--- src/rtl/daa_trk_pkg.sv ---
// Shared encodings for the dynamic address assignment tracker.
// Assumes the event producer uses the kind codes listed below.
package daa_trk_pkg;

    typedef enum logic [2:0] {
        EV_START   = 3'd0,
        EV_RSTART  = 3'd1,
        EV_STOP    = 3'd2,
        EV_BYTE    = 3'd3,
        EV_ACKBIT  = 3'd4,
        EV_TBIT    = 3'd5
    } ev_kind_e;

    typedef enum logic [3:0] {
        ST_IDLE,
        ST_HDR,
        ST_BC_ACK,
        ST_CCC,
        ST_CCC_T,
        ST_RND_ACK,
        ST_ID,
        ST_ADDR,
        ST_ADDR_ACK
    } trk_state_e;

    localparam logic [6:0] BCAST_ADDR    = 7'h7E;
    localparam logic [7:0] CCC_ENTER_DAA = 8'h07;

endpackage

--- src/rtl/daa_trk_seq.sv ---
// Protocol sequencer: follows frame headers, broadcast command detection and
// assignment rounds. It emits one-cycle strobes for an identity byte, an
// address byte and an address to learn outside assignment mode.
// Assumes at most one event per cycle, qualified by ev_valid.
module daa_trk_seq
    import daa_trk_pkg::*;
#(
    parameter int ID_BYTES = 8,
    parameter int ADDR_W   = 7
) (
    input  logic          clk,
    input  logic          rst_n,
    input  logic          ev_valid,
    input  logic [2:0]    ev_kind,
    input  logic [ADDR_W:0] ev_data,
    output logic          id_shift,
    output logic          rec_emit,
    output logic          learn_req
);
    localparam int CNT_W = (ID_BYTES > 1) ? $clog2(ID_BYTES) : 1;
    localparam logic [CNT_W-1:0] LAST_IDX = CNT_W'(ID_BYTES - 1);

    trk_state_e       state_q;
    logic             daa_q;
    logic             bcast_q;
    logic             rep_q;
    logic [CNT_W-1:0] cnt_q;

    ev_kind_e kind;
    logic     is_byte;
    logic     hdr_bcast;
    logic     hdr_round;

    // Decode the current event and header byte.
    always_comb begin
        kind      = ev_kind_e'(ev_kind);
        is_byte   = ev_valid && (kind == EV_BYTE);
        hdr_bcast = (ev_data[ADDR_W:1] == BCAST_ADDR);
        hdr_round = daa_q && rep_q && hdr_bcast && ev_data[0];
    end

    // Strobes towards the capture register and the address table.
    always_comb begin
        id_shift  = is_byte && (state_q == ST_ID);
        rec_emit  = is_byte && (state_q == ST_ADDR);
        learn_req = is_byte && (state_q == ST_HDR) && rep_q && bcast_q
                    && !daa_q && !hdr_bcast;
    end

    // Frame and assignment-round state machine.
    always_ff @(posedge clk) begin
        if (!rst_n) begin
            state_q <= ST_IDLE;
            daa_q   <= 1'b0;
            bcast_q <= 1'b0;
            rep_q   <= 1'b0;
            cnt_q   <= '0;
        end else if (ev_valid) begin
            case (kind)
                EV_START: begin
                    state_q <= ST_HDR;
                    rep_q   <= 1'b0;
                    bcast_q <= 1'b0;
                end
                EV_RSTART: begin
                    state_q <= ST_HDR;
                    rep_q   <= 1'b1;
                end
                EV_STOP: begin
                    state_q <= ST_IDLE;
                    daa_q   <= 1'b0;
                    bcast_q <= 1'b0;
                    cnt_q   <= '0;
                end
                EV_BYTE: begin
                    case (state_q)
                        ST_HDR: begin
                            if (hdr_round) begin
                                state_q <= ST_RND_ACK;
                            end else if (hdr_bcast) begin
                                if (!daa_q) bcast_q <= 1'b1;
                                state_q <= ev_data[0] ? ST_IDLE : ST_BC_ACK;
                            end else begin
                                state_q <= ST_IDLE;
                            end
                        end
                        ST_CCC:
                            state_q <= (ev_data == CCC_ENTER_DAA) ? ST_CCC_T : ST_IDLE;
                        ST_ID: begin
                            if (cnt_q == LAST_IDX) state_q <= ST_ADDR;
                            cnt_q <= cnt_q + CNT_W'(1);
                        end
                        ST_ADDR:
                            state_q <= ST_ADDR_ACK;
                        default: ;
                    endcase
                end
                EV_ACKBIT: begin
                    case (state_q)
                        ST_BC_ACK:
                            state_q <= ev_data[0] ? ST_IDLE : ST_CCC;
                        ST_RND_ACK: begin
                            cnt_q <= '0;
                            if (ev_data[0]) begin
                                daa_q   <= 1'b0;
                                state_q <= ST_IDLE;
                            end else begin
                                state_q <= ST_ID;
                            end
                        end
                        ST_ADDR_ACK:
                            state_q <= ST_IDLE;
                        default: ;
                    endcase
                end
                EV_TBIT: begin
                    if (state_q == ST_CCC_T) begin
                        daa_q   <= 1'b1;
                        state_q <= ST_IDLE;
                    end
                end
                default: ;
            endcase
        end
    end

endmodule

--- src/rtl/daa_trk_capture.sv ---
// Identity capture: shifts identity bytes in, most significant first, and
// publishes a record with the address byte and its parity verdict.
// Assumes the sequencer raises id_shift exactly ID_BYTES times per round.
module daa_trk_capture #(
    parameter int ID_BYTES = 8,
    parameter int ADDR_W   = 7
) (
    input  logic                         clk,
    input  logic                         rst_n,
    input  logic                         id_shift,
    input  logic                         rec_emit,
    input  logic [ADDR_W:0]              byte_in,
    output logic                         rec_valid,
    output logic [ID_BYTES*(ADDR_W+1)-1:0] rec_id,
    output logic [ADDR_W-1:0]            rec_addr,
    output logic                         rec_parity_ok
);
    localparam int BYTE_W = ADDR_W + 1;
    localparam int ID_W   = ID_BYTES * BYTE_W;

    logic [ID_W-1:0] id_sr;

    // Identity shift register, earliest byte ends up most significant.
    always_ff @(posedge clk) begin
        if (!rst_n)        id_sr <= '0;
        else if (id_shift) id_sr <= {id_sr[ID_W-BYTE_W-1:0], byte_in};
    end

    // Record publication on the address byte.
    always_ff @(posedge clk) begin
        if (!rst_n) begin
            rec_valid     <= 1'b0;
            rec_id        <= '0;
            rec_addr      <= '0;
            rec_parity_ok <= 1'b0;
        end else begin
            rec_valid <= rec_emit;
            if (rec_emit) begin
                rec_id        <= id_sr;
                rec_addr      <= byte_in[ADDR_W:1];
                rec_parity_ok <= ^byte_in;
            end
        end
    end

endmodule

--- src/rtl/daa_trk_table.sv ---
// Known-address bitmap: registers one write request per cycle and sets the
// addressed bit on the following edge; a synchronous clear wins over a write.
// Assumes requests are single-cycle strobes.
module daa_trk_table #(
    parameter int ADDR_W = 7
) (
    input  logic                 clk,
    input  logic                 rst_n,
    input  logic                 clear,
    input  logic                 req_en,
    input  logic [ADDR_W-1:0]    req_addr,
    output logic                 wr_en,
    output logic [ADDR_W-1:0]    wr_addr,
    output logic [2**ADDR_W-1:0] known_map
);
    localparam int DEPTH = 2 ** ADDR_W;

    // Write port register, visible to neighbours.
    always_ff @(posedge clk) begin
        if (!rst_n) begin
            wr_en   <= 1'b0;
            wr_addr <= '0;
        end else begin
            wr_en <= req_en;
            if (req_en) wr_addr <= req_addr;
        end
    end

    // One sticky flag per address.
    for (genvar i = 0; i < DEPTH; i++) begin : g_entry
        always_ff @(posedge clk) begin
            if (!rst_n || clear)
                known_map[i] <= 1'b0;
            else if (wr_en && (wr_addr == ADDR_W'(i)))
                known_map[i] <= 1'b1;
        end
    end

endmodule

--- src/rtl/daa_tracker.sv ---
// Top of the dynamic address assignment tracker. Joins the sequencer, the
// identity capture and the known-address bitmap, and splits the identity into
// ID, bus characteristics and device characteristics fields.
// Assumes a well-formed event stream from a frame monitor.
module daa_tracker #(
    parameter int ID_BYTES = 8,
    parameter int ADDR_W   = 7
) (
    input  logic                            clk,
    input  logic                            rst_n,
    input  logic                            ev_valid,
    input  logic [2:0]                      ev_kind,
    input  logic [ADDR_W:0]                 ev_data,
    input  logic                            tbl_clear,
    output logic                            rec_valid,
    output logic [(ID_BYTES-2)*(ADDR_W+1)-1:0] rec_pid,
    output logic [ADDR_W:0]                 rec_bcr,
    output logic [ADDR_W:0]                 rec_dcr,
    output logic [ADDR_W-1:0]               rec_addr,
    output logic                            rec_parity_ok,
    output logic                            tbl_wr_en,
    output logic [ADDR_W-1:0]               tbl_wr_addr,
    output logic [2**ADDR_W-1:0]            known_map
);
    localparam int BYTE_W = ADDR_W + 1;
    localparam int ID_W   = ID_BYTES * BYTE_W;
    localparam int PID_W  = ID_W - 2 * BYTE_W;

    logic            id_shift;
    logic            rec_emit;
    logic            learn_req;
    logic [ID_W-1:0] rec_id;

    daa_trk_seq #(.ID_BYTES(ID_BYTES), .ADDR_W(ADDR_W)) seq_i (
        .clk       (clk),
        .rst_n     (rst_n),
        .ev_valid  (ev_valid),
        .ev_kind   (ev_kind),
        .ev_data   (ev_data),
        .id_shift  (id_shift),
        .rec_emit  (rec_emit),
        .learn_req (learn_req)
    );

    daa_trk_capture #(.ID_BYTES(ID_BYTES), .ADDR_W(ADDR_W)) cap_i (
        .clk           (clk),
        .rst_n         (rst_n),
        .id_shift      (id_shift),
        .rec_emit      (rec_emit),
        .byte_in       (ev_data),
        .rec_valid     (rec_valid),
        .rec_id        (rec_id),
        .rec_addr      (rec_addr),
        .rec_parity_ok (rec_parity_ok)
    );

    daa_trk_table #(.ADDR_W(ADDR_W)) tbl_i (
        .clk       (clk),
        .rst_n     (rst_n),
        .clear     (tbl_clear),
        .req_en    (rec_emit || learn_req),
        .req_addr  (ev_data[ADDR_W:1]),
        .wr_en     (tbl_wr_en),
        .wr_addr   (tbl_wr_addr),
        .known_map (known_map)
    );

    // Field split of the captured identity.
    always_comb begin
        rec_pid = rec_id[ID_W-1 -: PID_W];
        rec_bcr = rec_id[2*BYTE_W-1 -: BYTE_W];
        rec_dcr = rec_id[BYTE_W-1:0];
    end

endmodule

--- config.mk ---
export PLATFORM = sky130hd
export DESIGN_NAME = daa_tracker
export DESIGN_NICKNAME = d
export VERILOG_FILES = /design/src/rtl/daa_trk_pkg.sv /design/src/rtl/daa_trk_seq.sv /design/src/rtl/daa_trk_capture.sv /design/src/rtl/daa_trk_table.sv /design/src/rtl/daa_tracker.sv
export SDC_FILE = /design/constraint.sdc
export NUM_CORES = 1
export LEC_CHECK = 0
export BUFFER_PORTS_ARGS = -buffer_cell sky130_fd_sc_hd__buf_2
export CAP_MARGIN = 25
export CORE_UTILIZATION = 39
export DETAILED_ROUTE_END_ITERATION = 12
export HOLD_SLACK_MARGIN = 0.12
export PLACE_DENSITY = 0.6
export SYNTH_ARGS = -nofsm -noshare
export SYNTH_HDL_FRONTEND = slang
export SYNTH_SLANG_ARGS = --single-unit
--- constraint.sdc ---
create_clock -name clk -period 2.1 [get_ports clk]
set_input_delay 0.42 -clock clk [delete_from_list [all_inputs] [get_ports clk]]
set_output_delay 0.42 -clock clk [all_outputs]
set_load 0.05 [all_outputs]
# Yosys cells after proc, flatten, opt, wreduce, memory -nomap -nowiden
# Cells that the tools add are included.
# W data, S select, Z words.
[classes] n_addsub=1 n_eq_ne=154 n_mux=24 reduce_logical=159
[op_table] operator="$eq A7 B7 Y1 const B" count=65
[op_table] operator="$eq A7 B6 Y1 const B" count=32
[op_table] operator="$logic_and A1 B1 Y1" count=139
[op_table] operator="$eq A7 B5 Y1 const B" count=16
[op_table] operator="$eq A7 B4 Y1 const B" count=8
[op_table] operator="$eq A7 B3 Y1 const B" count=4
[op_table] operator="$pmux W4 S5" count=1
[op_table] operator="$eq A4 B3 Y1 const B" count=4
[op_table] operator="$mux W4" count=4
[op_table] operator="$pmux W4 S4" count=1
[op_table] operator="$eq A7 B2 Y1 const B" count=2
[op_table] operator="$mux W3" count=4
[op_table] operator="$pmux W4 S3" count=1
[op_table] operator="$reduce_and A6 Y1" count=2
[op_table] operator="$ne A2 B2 Y1 const B" count=5
[op_table] operator="$eq A3 B3 Y1 const B" count=3
[op_table] operator="$pmux W3 S3" count=1
[op_table] operator="$eq A4 B2 Y1 const B" count=2
[op_table] operator="$eq A8 B3 Y1 const B" count=1
[op_table] operator="$reduce_xor A8 Y1" count=1
[op_table] operator="$eq A7 B1 Y1 const B" count=1
[op_table] operator="$logic_not A7 Y1" count=1
[op_table] operator="$mux W1" count=7
[op_table] operator="$eq A3 B2 Y1 const B" count=2
[op_table] operator="other kinds (21)" count=31
[totals] ff_bits=283 out_inout_bits=209 wordCells=478

# Longest topological paths before layout
[depth] ltp_word=8 mapped_depth=8 ltp_nobuf=7

# Modules after synthesis
# From an unflattened synthesis, not the netlist that was laid out.
[hier_totals] cells_unflattened=957 area_unflattened_um2=10523.8
[modules_own_cells] module="daa_trk_capture" instances=1 cells_per_inst=447 area_each_um2=5203.7 seq_area_each_um2=2742.6
[modules_own_cells] module="daa_trk_table" instances=1 cells_per_inst=403 area_each_um2=4476.8 seq_area_each_um2=2722.6
[modules_own_cells] module="daa_trk_seq" instances=1 cells_per_inst=106 area_each_um2=837.1 seq_area_each_um2=200.2
[modules_own_cells] module="daa_tracker" instances=1 cells_per_inst=1 area_each_um2=6.3 seq_area_each_um2=0.0

# Worst setup path before layout
# OpenSTA, ideal clock, no wires.
[synth_timing] path_type="flip-flop to flip-flop" startpoint="register tbl_i.wr_addr[5]" endpoint="register tbl_i.known_map[32]" setup_ns=0.065 t_arrival_ns=1.727 t_required_ns=2.035 setup_slack_ns=0.308 stages_incl_launch_ff=6 n_path_buf=1 cell_sequence="dfxtp_1 -> nand2_1 -> nor3_1 -> buf_2 -> a21oi_1 -> nor2_1"
[synth_between] elab_chain_cells=2
[synth_lines] element="from (decl)" line="daa_trk_table.sv:13" source="output logic [ADDR_W-1:0] wr_addr,"
[synth_lines] element="from (signal assigned)" line="daa_trk_table.sv:25" source="if (req_en) wr_addr <= req_addr;"
[synth_lines] element="$eq A7 B6 Y1" line="daa_trk_table.sv:34" source="else if (wr_en && (wr_addr == ADDR_W'(i)))"
[synth_lines] element="$logic_and A1 B1 Y1" line="daa_trk_table.sv:34"
[synth_lines] element="to (signal, indexed assignment)" line="daa_trk_table.sv:33" source="known_map[i] <= 1'b0;"
[synth_lines] element="to (signal, indexed assignment)" line="daa_trk_table.sv:35" source="known_map[i] <= 1'b1;"
[synth_lines] element="to (decl)" line="daa_trk_table.sv:14" source="output logic [2**ADDR_W-1:0] known_map"
# Every way passes these cells.
# A chain may end at the register's enable or synchronous reset.

# Worst setup path in the final report
[layout_timing] startpoint="register tbl_i.wr_en" endpoint="output port tbl_wr_en"
[layout_lines] element="from (decl)" line="daa_trk_table.sv:12" source="output logic wr_en,"
[layout_lines] element="from (signal assigned)" line="daa_trk_table.sv:24" source="wr_en <= req_en;"
[layout_lines] element="to (decl)" line="daa_tracker.sv:21" source="output logic tbl_wr_en,"
# No word-level cell between the ends.

==> impl_summary.txt <==
----------------------------------------------------
[Detailed routing]
  Wire length after detailed routing ... 27.7 mm
  Post-detailed-route count of antenna-violating nets ... 0
  DRC viols ... 0
  Detailed router's first-iteration violation count ... 609
  Post-detailed-route via-to-cell ratio ... 4.99
  Average wire per cell in the routed design ... 15.8 um
  Overall via count from detail_route ... 8747
  Router iterations before antenna repair ... 5

[Critical path]
  End of the critical path ... tbl_wr_en
  Total number of cells along the worst setup path ... 1
  Launch point of the worst reg-to-reg path ... seq_i.state_q[3]
  Cell family with the largest share of critical-path delay ... flip-flops
  Worst setup path class ... reg2out
  Buffers & Inverters on Critical Path ... 1
  Cell count of the worst reg-to-reg path ... 5
  Max FO, Critical Path ... 10
  Critical Path RT ... 1.68 ns
  Slowest CP cell ... dfxtp_1
  Crit path launch ... tbl_i.wr_en
  Endpoint type of the worst setup path ... primary output
  Series of cell instances along the critical path ... buf_2
  Capture point of the worst reg-to-reg path ... tbl_i.wr_addr[4]
  Crit path largest cell delay ... 0.54 ns
  Signal arrival time at the worst endpoint ... 1.43 ns
  Setup slack of the worst register-to-register path ... 0.29 ns
  Nature of the critical path startpoint ... register

[Timing]
  Transition at the pin with the smallest max-transition slack ... 0.879 ns
  Worst slack on hold paths ... 0.152 ns
  Clock period minus final worst setup slack ... 1.85 ns
  Post-route clock period utilization ... 0.881
  Highest clock frequency the design can meet ... 541 MHz
  Smallest setup slack after layout ... 0.250 ns
  Setup Viol. Count Final ... 0
  Setup clock skew after layout ... 0.0145 ns
  Summed negative setup slack over all endpoints ... 0 ns
  Final Slew Violations ... 0
  Final count of hold timing violations ... 0
  Unrepaired setup endpoints after global routing ... false
  Normalized max-slew margin ... 0.412

[Logic synthesis]
  Sequential cell area fraction in the yosys report ... 0.569
  Yosys synthesis warning count ... 0
  Compound-cell area share of the yosys netlist ... 0.163
  Mux cell area share after synthesis ... 0
  Mean Syn Cell Area ... 8.29 sq um
  Net count after synthesis ... 1221
  Leading register cell type out of synthesis ... dfxtp_1
  Share of synthesized cell area in and, or, nand and nor gates ... 0.215
  Count of flip-flops with a built-in enable after synthesis ... 0
  Area share of fa/ha/maj cells after synthesis ... 0.00754
  Count of mapped cells out of synthesis ... 1200
  Cell area after synthesis ... 9950 sq um
  Async set-or-reset flop fraction in the synthesized netlist ... 0
  Number of register bits inferred by synthesis ... 283
  Post-synthesis cell type count ... 51
  Main combinational cell family by area after synthesis ... simple AND/OR/NAND/NOR gates
  XOR/XNOR Fraction of Synth Area ... 0.00352

[Clocking]
  Clock Sinks ... 283
  Root buffer cell ... clkbuf_16
  Clock tree from TritonCTS ... yes
  Number of gates resized after CTS ... 0
  Clock-pin slew on the worst setup and hold paths ... 0.06 ns
  H-tree depth reported by CTS ... 1
  Num CTS Buffers ... 30
  Clk Latency, worst-skew pair ... 0.55 ns
  Longest Clk Path Bufs ... 3

[Floorplanning]
  Overall die area ... 26200 sq um
  Number of I/O pins ... 224
  Std cell rows ... 58
  Width of the die ... 162 um
  Initial standard-cell utilization of the core ... 0.396
  Chip Height ... 162 um
  Placeable core region ... 25100 sq um

[Placement]
  DP Area ... 11500 sq um
  Minimum setup slack after placement ... 0.217 ns
  Number of port buffers ... 223
  GP Congestion ... 0.806
  Cell count after placement ... 1698
  Detailed Place HPWL ... 18.8 mm

[Min path]
  Worst Hold Depth ... 3
  Kind of path behind the tightest hold check ... in2reg

[Global routing]
  Overall routing resource usage ... 0.206
  Sum of overflow across all layers after global routing ... 0
  Vias in the first global route ... 7997
  Initial antenna violation count ... 2
  First-pass GRT wire length ... 43.8 mm
  Largest net degree at the start of global routing ... 75

[Layout]
  Cell area after layout ... 12500 sq um
  Share of final-layout standard cells stronger than drive strength 1 ... 0.226
  Cell Count, Final, Fillers Out ... 1753
  Syn-to-layout area delta ... 25.3%
  Net total in the final layout ... 1422

[Pwr]
  Static leakage ... 5.04 nW
  Power density over cell area ... 860 nW/um^2
  Worst-case vdd ir drop ... 0.505 mV

[Job]
  Number of maximum-capacitance constraint violations ... 0

[Outcome]
  Run status ... completed

----------------------------------------------------
state kept, by name, summed over array words and instances, names as in the netlist:
register,flops
tbl_i.known_map,128
cap_i.id_sr,64
cap_i.rec_id,64
cap_i.rec_addr,7
tbl_i.wr_addr,7
seq_i.state_q,4
seq_i.cnt_q,3
cap_i.rec_parity_ok,1
cap_i.rec_valid,1
seq_i.bcast_q,1
seq_i.daa_q,1
seq_i.rep_q,1
tbl_i.wr_en,1
placed cells by master, fill, tap and decap left out, types with 3 or more instances in the layout:
cell type,count
nand2_1,283
dfxtp_1,283
a21oi_1,270
buf_2,223
nor2_1,155
clkbuf_16,30
buf_4,19
and2_1,16
nand2b_1,13
buf_12,11
nor3_1,9
inv_1,8
nand3_1,8
clkbuf_8,7
o21ai_0,6
ha_1,6
clkinv_2,6
o31ai_1,5
a31oi_1,4
clkbuf_1,4
xnor2_1,3
tightest hold or removal path: cells and delay by family:
kind                   cells  cell delay, ns
AO/OA/AOI/OAI              1            0.05
buffers and inverters      1            0.13
AND/OR/NAND/NOR            1            0.06
worst min path at each step:
stage | startpoint | end
6_report | ev_data[3] | cap_i.id_sr[3]
5_1_grt | ev_data[5] | cap_i.id_sr[5]
4_1_cts | ev_data[3] | cap_i.id_sr[3]
3_5_place_dp | cap_i.rec_id[24] | cap_i.rec_id[24]
3_3_place_gp | cap_i.id_sr[62] | cap_i.rec_id[62]
2_1_floorplan | cap_i.id_sr[56] | cap_i.rec_id[56]
repair_timing:
action / CTS / global route
setup buffers: 0 / 0
hold buffers: 1 / 0
hold endpoints to repair: 1 / 0
cells in the mapped netlist (2+ instances only):
cell       number  area (sq um)
a21oi_1       270          1350
a31oi_1         4          25.0
and2_1         17           106
and3_1          2          12.5
and3b_1         2          17.5
and4bb_2        2          25.0
buf_1           2          7.51
buf_2          29           145
buf_4           4          30.0
buf_6           2          22.5
clkbuf_1       48           180
dfxtp_1       283          5670
ha_1            6          75.1
inv_1           8          30.0
nand2_1       284          1070
nand2b_1       14          87.6
nand3_1         9          45.0
nand3b_1        2          15.0
nand4_1         2          12.5
nor2_1        155           582
nor2b_1         2          12.5
nor3_1         11          55.1
nor4_1          2          12.5
o2111ai_1       2          17.5
o21ai_0         6          30.0
o31ai_1         5          37.5
xnor2_1         3          26.3
power breakdown:
part | internal, mW | switching [mW]
sequential | 5.37 | 0.00942
combinational | 0.0757 | 0.161
clock | 2.98 | 2.13
total | 8.43 | 2.30
metrics by stage:
step	total power, mW	utilization
6_report	10.7	0.496
5_1_grt	11.1	0.496
4_1_cts	10.8	0.496
3_5_place_dp	5.73	0.458
3_3_place_gp	5.73	0.458
2_1_floorplan	5.65	-
cell type report:
class	instances	area (sq um)
Tap cell	330	413
Sequential cell	283	5670
Inverter	9	36.3
Clock buffer	41	862
Fill cell	2504	12600
Timing Repair Buffer	254	1490
Clock inverter	11	100
Antenna cell	2	5.00
Multi-Input combinational cell	823	3890
metal layers:
metal	GRT usage	routed length (um)	up-vias
li1	-	-	4361
met1	0.275	12500	4083
met2	0.339	12600	263
met3	0.0426	2060	40
met4	0.0532	508	0
met5	0	0	-
cell families (layout without fill, tap and decap cells):
group / Yosys count / count (layout)
AO/OA/AOI/OAI: 301 / 301
XOR/XNOR: 4 / 4
adder cells (fa/ha/maj): 6 / 6
buffers and inverters: 94 / 315
flip-flops: 283 / 283
other: 0 / 2
AND/OR/NAND/NOR: 512 / 512
Note: power is estimated with default switching activity, not from simulation.
